`src/rtl/shint_pkg.sv`:
```
`timescale 1ns/1ps
package shint_pkg;
  // group index = byte address bits above bit 6, for the first 1 KiB
  localparam int GRP_POL  = 0;
  localparam int GRP_TRIG = 1;
  localparam int GRP_DUAL = 2;
  localparam int GRP_MSET = 3;
  localparam int GRP_MCLR = 4;
  localparam int GRP_MASK = 5;
  localparam int GRP_PEND = 6;
  localparam int GRP_INJ  = 7;
  localparam int NUM_GRP  = 8;

  localparam int ROUTE_BASE = 32'h0400;
  localparam int CPUMAP_BASE = 32'h2000;
  localparam int CPUMAP_STRIDE_W = 8;  // 32 bytes per source

  localparam int PIN_W = 6;

  typedef struct packed {
    logic             en;   // ordinary pin routing
    logic             nmi;  // non-maskable line
    logic             aux;  // auxiliary line
    logic [PIN_W-1:0] pin;
  } route_t;
endpackage

```
`src/rtl/shint_regs.sv`:
```
`timescale 1ns/1ps
module shint_regs
  import shint_pkg::*;
#(
  parameter int NUM_SRC = 40,
  parameter int NUM_CPU = 2,
  parameter int ADDR_W  = 16
) (
  input  logic               clk,
  input  logic               rst_n,
  input  logic               wr_en,
  input  logic               rd_en,
  input  logic [ADDR_W-1:0]  addr,
  input  logic [31:0]        wr_data,
  input  logic [NUM_SRC-1:0] pend,
  output logic [31:0]        rd_data,
  output logic [NUM_SRC-1:0] pol_q,
  output logic [NUM_SRC-1:0] trig_q,
  output logic [NUM_SRC-1:0] dual_q,
  output logic [NUM_SRC-1:0] mask_q,
  output route_t             route_q [NUM_SRC],
  output logic [NUM_CPU-1:0] cpu_q   [NUM_SRC],
  output logic [NUM_SRC-1:0] inj_set,
  output logic [NUM_SRC-1:0] inj_clr
);
  localparam int WA = ADDR_W - 2;
  localparam int GW = ADDR_W - 7;
  localparam int WORDS = (NUM_SRC + 31) / 32;
  localparam int CPU_WORDS = (NUM_CPU + 31) / 32;
  localparam logic [WA-1:0] RT_LO = WA'(ROUTE_BASE >> 2);
  localparam logic [WA-1:0] RT_HI = WA'((ROUTE_BASE >> 2) + NUM_SRC);
  localparam logic [WA-1:0] CM_LO = WA'(CPUMAP_BASE >> 2);
  localparam logic [WA-1:0] CM_HI = WA'((CPUMAP_BASE >> 2) + NUM_SRC * CPUMAP_STRIDE_W);

  // ---------------- address decode ----------------
  logic               aligned;
  logic [WA-1:0]      waddr;
  logic [GW-1:0]      grp;
  logic [4:0]         widx;
  logic [NUM_GRP-1:0] grp_hit;
  logic               rt_hit, cm_hit, rd_hit;
  logic [WA-1:0]      rt_off, cm_off;

  always_comb begin
    aligned = (addr[1:0] == 2'b00);
    waddr   = addr[ADDR_W-1:2];
    grp     = addr[ADDR_W-1:7];
    widx    = addr[6:2];
    for (int k = 0; k < NUM_GRP; k++) grp_hit[k] = aligned && (grp == GW'(k));
    rt_hit  = aligned && (waddr >= RT_LO) && (waddr < RT_HI);
    cm_hit  = aligned && (waddr >= CM_LO) && (waddr < CM_HI);
    rt_off  = waddr - RT_LO;
    cm_off  = waddr - CM_LO;
    rd_hit  = ((grp_hit[GRP_POL] || grp_hit[GRP_TRIG] || grp_hit[GRP_DUAL] ||
                grp_hit[GRP_MASK] || grp_hit[GRP_PEND]) && (widx < 5'(WORDS))) ||
              rt_hit || (cm_hit && (cm_off[2:0] < 3'(CPU_WORDS)));
  end

  // ---------------- next state ----------------
  logic [NUM_SRC-1:0] pol_n, trig_n, dual_n, mask_n, set_vec, clr_vec;
  route_t             route_n [NUM_SRC];
  logic [NUM_CPU-1:0] cpu_n   [NUM_SRC];
  logic [31:0]        rd_n;

  always_comb begin
    pol_n   = pol_q;
    trig_n  = trig_q;
    dual_n  = dual_q;
    route_n = route_q;
    cpu_n   = cpu_q;
    set_vec = '0;
    clr_vec = '0;
    inj_set = '0;
    inj_clr = '0;
    for (int i = 0; i < NUM_SRC; i++) begin
      if (wr_en && (widx == 5'(i / 32))) begin
        if (grp_hit[GRP_POL])  pol_n[i]  = wr_data[i % 32];
        if (grp_hit[GRP_TRIG]) trig_n[i] = wr_data[i % 32];
        if (grp_hit[GRP_DUAL]) dual_n[i] = wr_data[i % 32];
        if (grp_hit[GRP_MSET] && wr_data[i % 32]) set_vec[i] = 1'b1;
        if (grp_hit[GRP_MCLR] && wr_data[i % 32]) clr_vec[i] = 1'b1;
      end
      if (wr_en && grp_hit[GRP_INJ] && (widx == 5'd0) && (wr_data[7:0] == 8'(i))) begin
        if (wr_data[31]) inj_set[i] = 1'b1;
        else             inj_clr[i] = 1'b1;
      end
      if (wr_en && rt_hit && (rt_off == WA'(i))) begin
        route_n[i].en  = wr_data[31];
        route_n[i].nmi = wr_data[30];
        route_n[i].aux = wr_data[29];
        route_n[i].pin = wr_data[PIN_W-1:0];
      end
      for (int c = 0; c < NUM_CPU; c++) begin
        if (wr_en && cm_hit && (cm_off[WA-1:3] == (WA-3)'(i)) && (cm_off[2:0] == 3'(c / 32)))
          cpu_n[i][c] = wr_data[c % 32];
      end
    end
    mask_n = (mask_q | set_vec) & ~clr_vec;
  end

  // ---------------- read mux ----------------
  always_comb begin
    rd_n = '0;
    for (int i = 0; i < NUM_SRC; i++) begin
      if (widx == 5'(i / 32)) begin
        if (grp_hit[GRP_POL])  rd_n[i % 32] = pol_q[i];
        if (grp_hit[GRP_TRIG]) rd_n[i % 32] = trig_q[i];
        if (grp_hit[GRP_DUAL]) rd_n[i % 32] = dual_q[i];
        if (grp_hit[GRP_MASK]) rd_n[i % 32] = mask_q[i];
        if (grp_hit[GRP_PEND]) rd_n[i % 32] = pend[i];
      end
      if (rt_hit && (rt_off == WA'(i)))
        rd_n = {route_q[i].en, route_q[i].nmi, route_q[i].aux,
                (29-PIN_W)'(0), route_q[i].pin};
      for (int c = 0; c < NUM_CPU; c++) begin
        if (cm_hit && (cm_off[WA-1:3] == (WA-3)'(i)) && (cm_off[2:0] == 3'(c / 32)))
          rd_n[c % 32] = cpu_q[i][c];
      end
    end
    if (!rd_en) rd_n = '0;
  end

  // ---------------- registers ----------------
  always_ff @(posedge clk or negedge rst_n) begin
    if (!rst_n) begin
      pol_q   <= '0;
      trig_q  <= '0;
      dual_q  <= '0;
      mask_q  <= '0;
      rd_data <= '0;
      for (int i = 0; i < NUM_SRC; i++) begin
        route_q[i] <= '0;
        cpu_q[i]   <= '0;
      end
    end else begin
      pol_q   <= pol_n;
      trig_q  <= trig_n;
      dual_q  <= dual_n;
      mask_q  <= mask_n;
      rd_data <= rd_n;
      for (int i = 0; i < NUM_SRC; i++) begin
        route_q[i] <= route_n[i];
        cpu_q[i]   <= cpu_n[i];
      end
    end
  end

  // ---------------- assertions ----------------
  assert_setmask_R6: assert property (@(posedge clk) disable iff (!rst_n)
    (|set_vec) |=> ((mask_q & $past(set_vec)) == $past(set_vec)));

  assert_clrmask_R7: assert property (@(posedge clk) disable iff (!rst_n)
    (|clr_vec) |=> ((mask_q & $past(clr_vec)) == '0));

  assert_rd_unused_R11: assert property (@(posedge clk) disable iff (!rst_n)
    (rd_en && !rd_hit) |=> (rd_data == 32'h0));
endmodule

```
`src/rtl/shint_detect.sv`:
```
`timescale 1ns/1ps
module shint_detect #(
  parameter int NUM_SRC = 40
) (
  input  logic               clk,
  input  logic               rst_n,
  input  logic [NUM_SRC-1:0] irq_in,
  input  logic [NUM_SRC-1:0] pol,
  input  logic [NUM_SRC-1:0] trig,
  input  logic [NUM_SRC-1:0] dual,
  input  logic [NUM_SRC-1:0] inj_set,
  input  logic [NUM_SRC-1:0] inj_clr,
  output logic [NUM_SRC-1:0] pend
);
  for (genvar g = 0; g < NUM_SRC; g++) begin : g_src
    logic cur_q, prev_q, latch_q;
    logic act_now, act_prev, evt, latch_n;

    always_comb begin
      act_now  = pol[g] ? cur_q  : ~cur_q;
      act_prev = pol[g] ? prev_q : ~prev_q;
      evt      = trig[g] && (dual[g] ? (cur_q ^ prev_q) : (act_now && !act_prev));
      // a hardware edge or software set wins over a software clear
      latch_n  = (latch_q && !inj_clr[g]) || evt || inj_set[g];
    end

    always_ff @(posedge clk or negedge rst_n) begin
      if (!rst_n) begin
        cur_q   <= 1'b0;
        prev_q  <= 1'b0;
        latch_q <= 1'b0;
      end else begin
        cur_q   <= irq_in[g];
        prev_q  <= cur_q;
        latch_q <= latch_n;
      end
    end

    assign pend[g] = trig[g] ? latch_q : act_now;

    assert_edge_hold_R3: assert property (@(posedge clk) disable iff (!rst_n)
      (latch_q && !inj_clr[g]) |=> latch_q);

    assert_dual_latch_R4: assert property (@(posedge clk) disable iff (!rst_n)
      (trig[g] && dual[g] && (cur_q != prev_q)) |=> latch_q);

    assert_inject_set_R5: assert property (@(posedge clk) disable iff (!rst_n)
      inj_set[g] |=> latch_q);
  end
endmodule

```
`src/rtl/shint_route.sv`:
```
`timescale 1ns/1ps
module shint_route
  import shint_pkg::*;
#(
  parameter int NUM_SRC = 40,
  parameter int NUM_CPU = 2,
  parameter int NUM_PIN = 4
) (
  input  logic                       clk,
  input  logic                       rst_n,
  input  logic [NUM_SRC-1:0]         pend,
  input  logic [NUM_SRC-1:0]         mask,
  input  route_t                     route [NUM_SRC],
  input  logic [NUM_CPU-1:0]         cpu   [NUM_SRC],
  output logic [NUM_CPU*NUM_PIN-1:0] irq_q,
  output logic [NUM_CPU-1:0]         nmi_q,
  output logic [NUM_CPU-1:0]         aux_q
);
  logic [NUM_SRC-1:0]         live;
  logic [NUM_CPU*NUM_PIN-1:0] irq_n;
  logic [NUM_CPU-1:0]         nmi_n, aux_n;

  always_comb begin
    live  = pend & mask;
    irq_n = '0;
    nmi_n = '0;
    aux_n = '0;
    for (int c = 0; c < NUM_CPU; c++) begin
      for (int i = 0; i < NUM_SRC; i++) begin
        if (live[i] && cpu[i][c]) begin
          if (route[i].nmi) nmi_n[c] = 1'b1;
          if (route[i].aux) aux_n[c] = 1'b1;
          for (int p = 0; p < NUM_PIN; p++)
            if (route[i].en && (route[i].pin == PIN_W'(p))) irq_n[c*NUM_PIN + p] = 1'b1;
        end
      end
    end
  end

  always_ff @(posedge clk or negedge rst_n) begin
    if (!rst_n) begin
      irq_q <= '0;
      nmi_q <= '0;
      aux_q <= '0;
    end else begin
      irq_q <= irq_n;
      nmi_q <= nmi_n;
      aux_q <= aux_n;
    end
  end

  assert_out_gated_R8: assert property (@(posedge clk) disable iff (!rst_n)
    (|{irq_q, nmi_q, aux_q}) |-> $past(|live));
endmodule

```
`src/rtl/shint_ctrl.sv`:
```
`timescale 1ns/1ps
module shint_ctrl
  import shint_pkg::*;
#(
  parameter int NUM_SRC = 40,
  parameter int NUM_CPU = 2,
  parameter int NUM_PIN = 4,
  parameter int ADDR_W  = 16
) (
  input  logic                       clk,
  input  logic                       arst_n,
  input  logic [NUM_SRC-1:0]         irq_in,
  input  logic                       wr_en,
  input  logic                       rd_en,
  input  logic [ADDR_W-1:0]          addr,
  input  logic [31:0]                wr_data,
  output logic [31:0]                rd_data,
  output logic [NUM_CPU*NUM_PIN-1:0] irq_out,
  output logic [NUM_CPU-1:0]         nmi_out,
  output logic [NUM_CPU-1:0]         aux_out
);
  logic [1:0] rst_sync_q;
  logic       rst_n;

  always_ff @(posedge clk or negedge arst_n) begin
    if (!arst_n) rst_sync_q <= 2'b00;
    else         rst_sync_q <= {rst_sync_q[0], 1'b1};
  end
  assign rst_n = rst_sync_q[1];

  logic [NUM_SRC-1:0] pol, trig, dual, mask, pend, inj_set, inj_clr;
  route_t             route [NUM_SRC];
  logic [NUM_CPU-1:0] cpu   [NUM_SRC];

  shint_regs #(.NUM_SRC(NUM_SRC), .NUM_CPU(NUM_CPU), .ADDR_W(ADDR_W)) u_regs (
    .clk(clk), .rst_n(rst_n), .wr_en(wr_en), .rd_en(rd_en), .addr(addr),
    .wr_data(wr_data), .pend(pend), .rd_data(rd_data), .pol_q(pol),
    .trig_q(trig), .dual_q(dual), .mask_q(mask), .route_q(route),
    .cpu_q(cpu), .inj_set(inj_set), .inj_clr(inj_clr)
  );

  shint_detect #(.NUM_SRC(NUM_SRC)) u_detect (
    .clk(clk), .rst_n(rst_n), .irq_in(irq_in), .pol(pol), .trig(trig),
    .dual(dual), .inj_set(inj_set), .inj_clr(inj_clr), .pend(pend)
  );

  shint_route #(.NUM_SRC(NUM_SRC), .NUM_CPU(NUM_CPU), .NUM_PIN(NUM_PIN)) u_route (
    .clk(clk), .rst_n(rst_n), .pend(pend), .mask(mask), .route(route),
    .cpu(cpu), .irq_q(irq_out), .nmi_q(nmi_out), .aux_q(aux_out)
  );
endmodule

```
`config.mk`:
```
export PLATFORM = sky130hd
export DESIGN_NAME = shint_ctrl
export DESIGN_NICKNAME = d
export VERILOG_FILES = /design/src/rtl/shint_pkg.sv /design/src/rtl/shint_regs.sv /design/src/rtl/shint_detect.sv /design/src/rtl/shint_route.sv /design/src/rtl/shint_ctrl.sv
export SDC_FILE = /design/constraint.sdc
export NUM_CORES = 2
export LEC_CHECK = 0
export BUFFER_PORTS_ARGS = -buffer_cell sky130_fd_sc_hd__buf_2
export CORE_MARGIN = 5
export CORE_UTILIZATION = 43
export DETAILED_ROUTE_END_ITERATION = 7
export GPL_TIMING_DRIVEN = 0
export PLACE_DENSITY = 0.69
export SETUP_SLACK_MARGIN = 0.02
export SYNTH_ARGS = -nofsm -noshare
export SYNTH_HDL_FRONTEND = slang
export SYNTH_HIERARCHICAL = 1
export SYNTH_SLANG_ARGS = --single-unit
```
`constraint.sdc`:
```
create_clock -name clk -period 62 [get_ports clk]
set_input_delay 9.3 -clock clk [delete_from_list [all_inputs] [get_ports clk]]
set_output_delay 9.3 -clock clk [all_outputs]
set_load 0.05 [all_outputs]
```
==> impl_metrics.toml <==
[status]
status = "complete, but fails checks"
violations = "DRC, capacitance limit, slew limit"

[routing]
drc = 1
wl_per_cell_um = 48.7
drtIter0Drc = 7779
drt-total-wl_um = 284000
via_per_inst = 7.59
firstDrtPassIters = 8
vias = 44243
ant_nets = 0

[power_and_ir_drop]
p_per_area_nw_per_um2 = 23.0
power.switching_uw = 283
leakagePower_uw = 0.0209
ir_worst_vdd_uv = 26.4
clockPowerShare = 0.489
p_seq_frac = 0.456
p_comb_frac = 0.056
internal-power_uw = 828
p_sw_frac = 0.254

[yosys]
synth_edf_count = 0
yosysSeqAreaShare = 0.454
avgSynthCellArea_um2 = 10.0
syn_nets = 4293
syn_inst = 4201
synth-main-ff-cell = "dfrtp_1"
netlist_area_um2 = 42200
synth-seq-cells = 766
async_flop_share = 1.00
synth.yosys.warnings = 6
synthDistinctLibCells = 105

[sta]
slew_violations = 135
max_freq_mhz = 60.6
period_share = 0.266
fin_skew_ns = 0.0606
maxSlewHeadroom = -0.169
setup_tns_ns = 0
finalCriticalPeriod_ns = 16.50
rsz0062_at_grt = "false"
worst_pin_slew_ns = 1.74
hold_viol_final = 0
setup-violations-final = 0
timing.final.ws_setup_ns = 45.50

[floorplan]
dieWidth_um = 323
die_y_um = 323
start_util = 0.435
rows = 114
fp.coreArea_um2 = 97000
dieArea_um2 = 104000
ioPinCount = 136

[run]
drv_cap = 21

[critical_path]
crit_fanout = 10
worstPathArrival_ns = 17.13
required_ns = 62.63
critical_path.endpoint_type = "flop"
path_class = "in -> reg"
startpoint_type = "primary input"

[final_layout]
area_growth_pct = 14.4
num-fill-cells = 8831
num-nets-final = 4542
drive_above_1_share = 0.216
seqCellArea_um2 = 19200
multi_input_area_um2 = 22200

[grt]
grt_start_max_net_pins = 76
grt_pass1_wl_um = 373000
antenna_found_initial = 37
grt_usage = 0.531
grt_pass1_vias = 41706
grt.overflow.total = 0

[min_path]
min_path_type = "reg -> reg"

[clock_tree]
clk_latency_ns = 0.74
cts_buffers = 84
cts_max_level = 3
path_clk_slew_ns = 0.06
cts_resized = 0
cts-root-buf = "clkbuf_16"
holdBufCountCts = 0
cts_tree = "built"
clk_path_buf_depth = 3
post_cts_buffers = 0
cts.sinks = 766

[place]
dp_slack_ns = 45.83
numPortBuffers = 123
dp_hpwl_um = 224000
gp_congestion = 1.13
per-stage QoR:
step                 util  std cells  power, uW  hold WS [ns]  area, um2
detailed placement  0.466       5639        573         0.350      45200
global route        0.496       5790       1130         0.376      48200
floorplan               -       4201        540         0.331      42200
CTS                 0.496       5787       1110         0.364      48100
finish              0.498       5831       1110         0.356      48300
global placement    0.458       5600        569         0.341      44400
critical path, stage by stage:
cell and delay, ns:
clkbuf_1 0.43, clkinv_1 0.67, nor2_1 1.34, nand3_1 0.93, nor2_1 1.08, nand2_1 0.14, o21ai_0 0.67, o21ai_1 0.88
a31oi_1 0.83, a21oi_1 0.12, a2111oi_0 0.49, o2bb2ai_1 0.21
metal layers:
layer	vias up	share of wire	global-route usage
met5	-	0.0011	0.00499
met4	24	0.12	0.477
met3	1433	0.14	0.233
met2	4216	0.39	0.726
met1	22047	0.35	0.626
li1	16523	-	-
Yosys cell counts (12+ instances only):
cell type,instances,area [um2]
mux2_2,564,6350
nand4bb_1,17,191
inv_1,67,251
nand3b_1,26,195
nand2_1,395,1480
a22o_1,18,158
nor2b_1,30,188
nor4b_1,24,210
a32oi_1,19,166
a221o_1,54,541
dfrtp_1,766,19200
and2_1,12,75.1
nor2_1,351,1320
nand4_1,121,757
nor3b_1,18,135
a211oi_1,15,113
or4_1,20,150
a22oi_1,79,593
a221oi_1,43,377
o2111ai_1,21,184
nand2b_1,101,632
and3_1,71,444
a2111oi_0,20,175
o21ai_0,137,686
o22ai_1,91,569
buf_2,17,85.1
or3_1,15,93.8
clkbuf_1,165,619
o211ai_1,19,143
xor2_1,40,350
nor4_1,49,307
a222oi_1,34,340
nand3_1,160,801
a21oi_1,193,966
nor3_1,109,546
mux2i_1,13,130
and2b_1,40,300
o221ai_1,16,140
o32ai_1,22,193
a31oi_1,24,150
cell type report:
class / instances / area share
multi-input cells: 3169 / 0.459
flip-flops and latches: 766 / 0.397
clock buffers: 110 / 0.0483
well taps: 1276 / 0.0331
repair buffers: 163 / 0.0252
plain buffers: 197 / 0.0165
clock inverters: 38 / 0.0130
inverters: 69 / 0.00537
diodes: 43 / 0.00223
state kept, by name, summed over array words and instances, names as in the netlist, 40 cells and up:
signal                  count
u_regs/route_q            360
u_regs/cpu_q               80
u_detect/g_src.cur_q       40
u_detect/g_src.latch_q     40
u_detect/g_src.prev_q      40
u_regs/dual_q              40
u_regs/mask_q              40
u_regs/pol_q               40
u_regs/trig_q              40
kinds of logic after synthesis:
| family | count (synthesis) | share of synthesized area |
|---|---|---|
| buf+inv | 266 | 0.0249 |
| xor+xnor | 40 | 0.00830 |
| other cells | 1 | 0.0000889 |
| flops | 766 | 0.454 |
| mux | 580 | 0.155 |
| compound gates | 905 | 0.152 |
| simple gates | 1643 | 0.205 |
cells in the final DEF, fill, tap and decap left out, types with 91 or more instances in the layout:
cell,count
nand2b_1,101
clkbuf_1,173
mux2_2,564
nand3_1,160
o22ai_1,91
nor2_1,348
nand4_1,121
nor3_1,102
buf_2,143
dfrtp_1,765
o21ai_0,130
nand2_1,395
a21oi_1,193
power by group through the flow:
stage          clock (uW)  sequential (uW)  combinational [uW]
4_1_cts               544              506                57.9
2_1_floorplan           0              521                19.0
3_3_place_gp            0              525                44.2
6_report              543              506                61.9
5_1_grt               565              506                62.3
3_5_place_dp            0              515                57.5
final timing paths:
check,start,end,slack [ns],cells past startpoint
setup / recovery,addr[3],u_regs/rd_data[5],45.50,12
hold / removal,rst_sync_q[0],rst_sync_q[1],0.36,0
setup reg to reg,u_regs/pol_q[2],u_regs/rd_data[2],56.69,12
hold reg to reg,rst_sync_q[0],rst_sync_q[1],0.36,0
max in group asynchronous,arst_n,rst_sync_q[1],53.55,1
min in group asynchronous,rst_sync_q[1],u_regs/trig_q[9],0.37,0
Power figures use the tool's default switching activity.
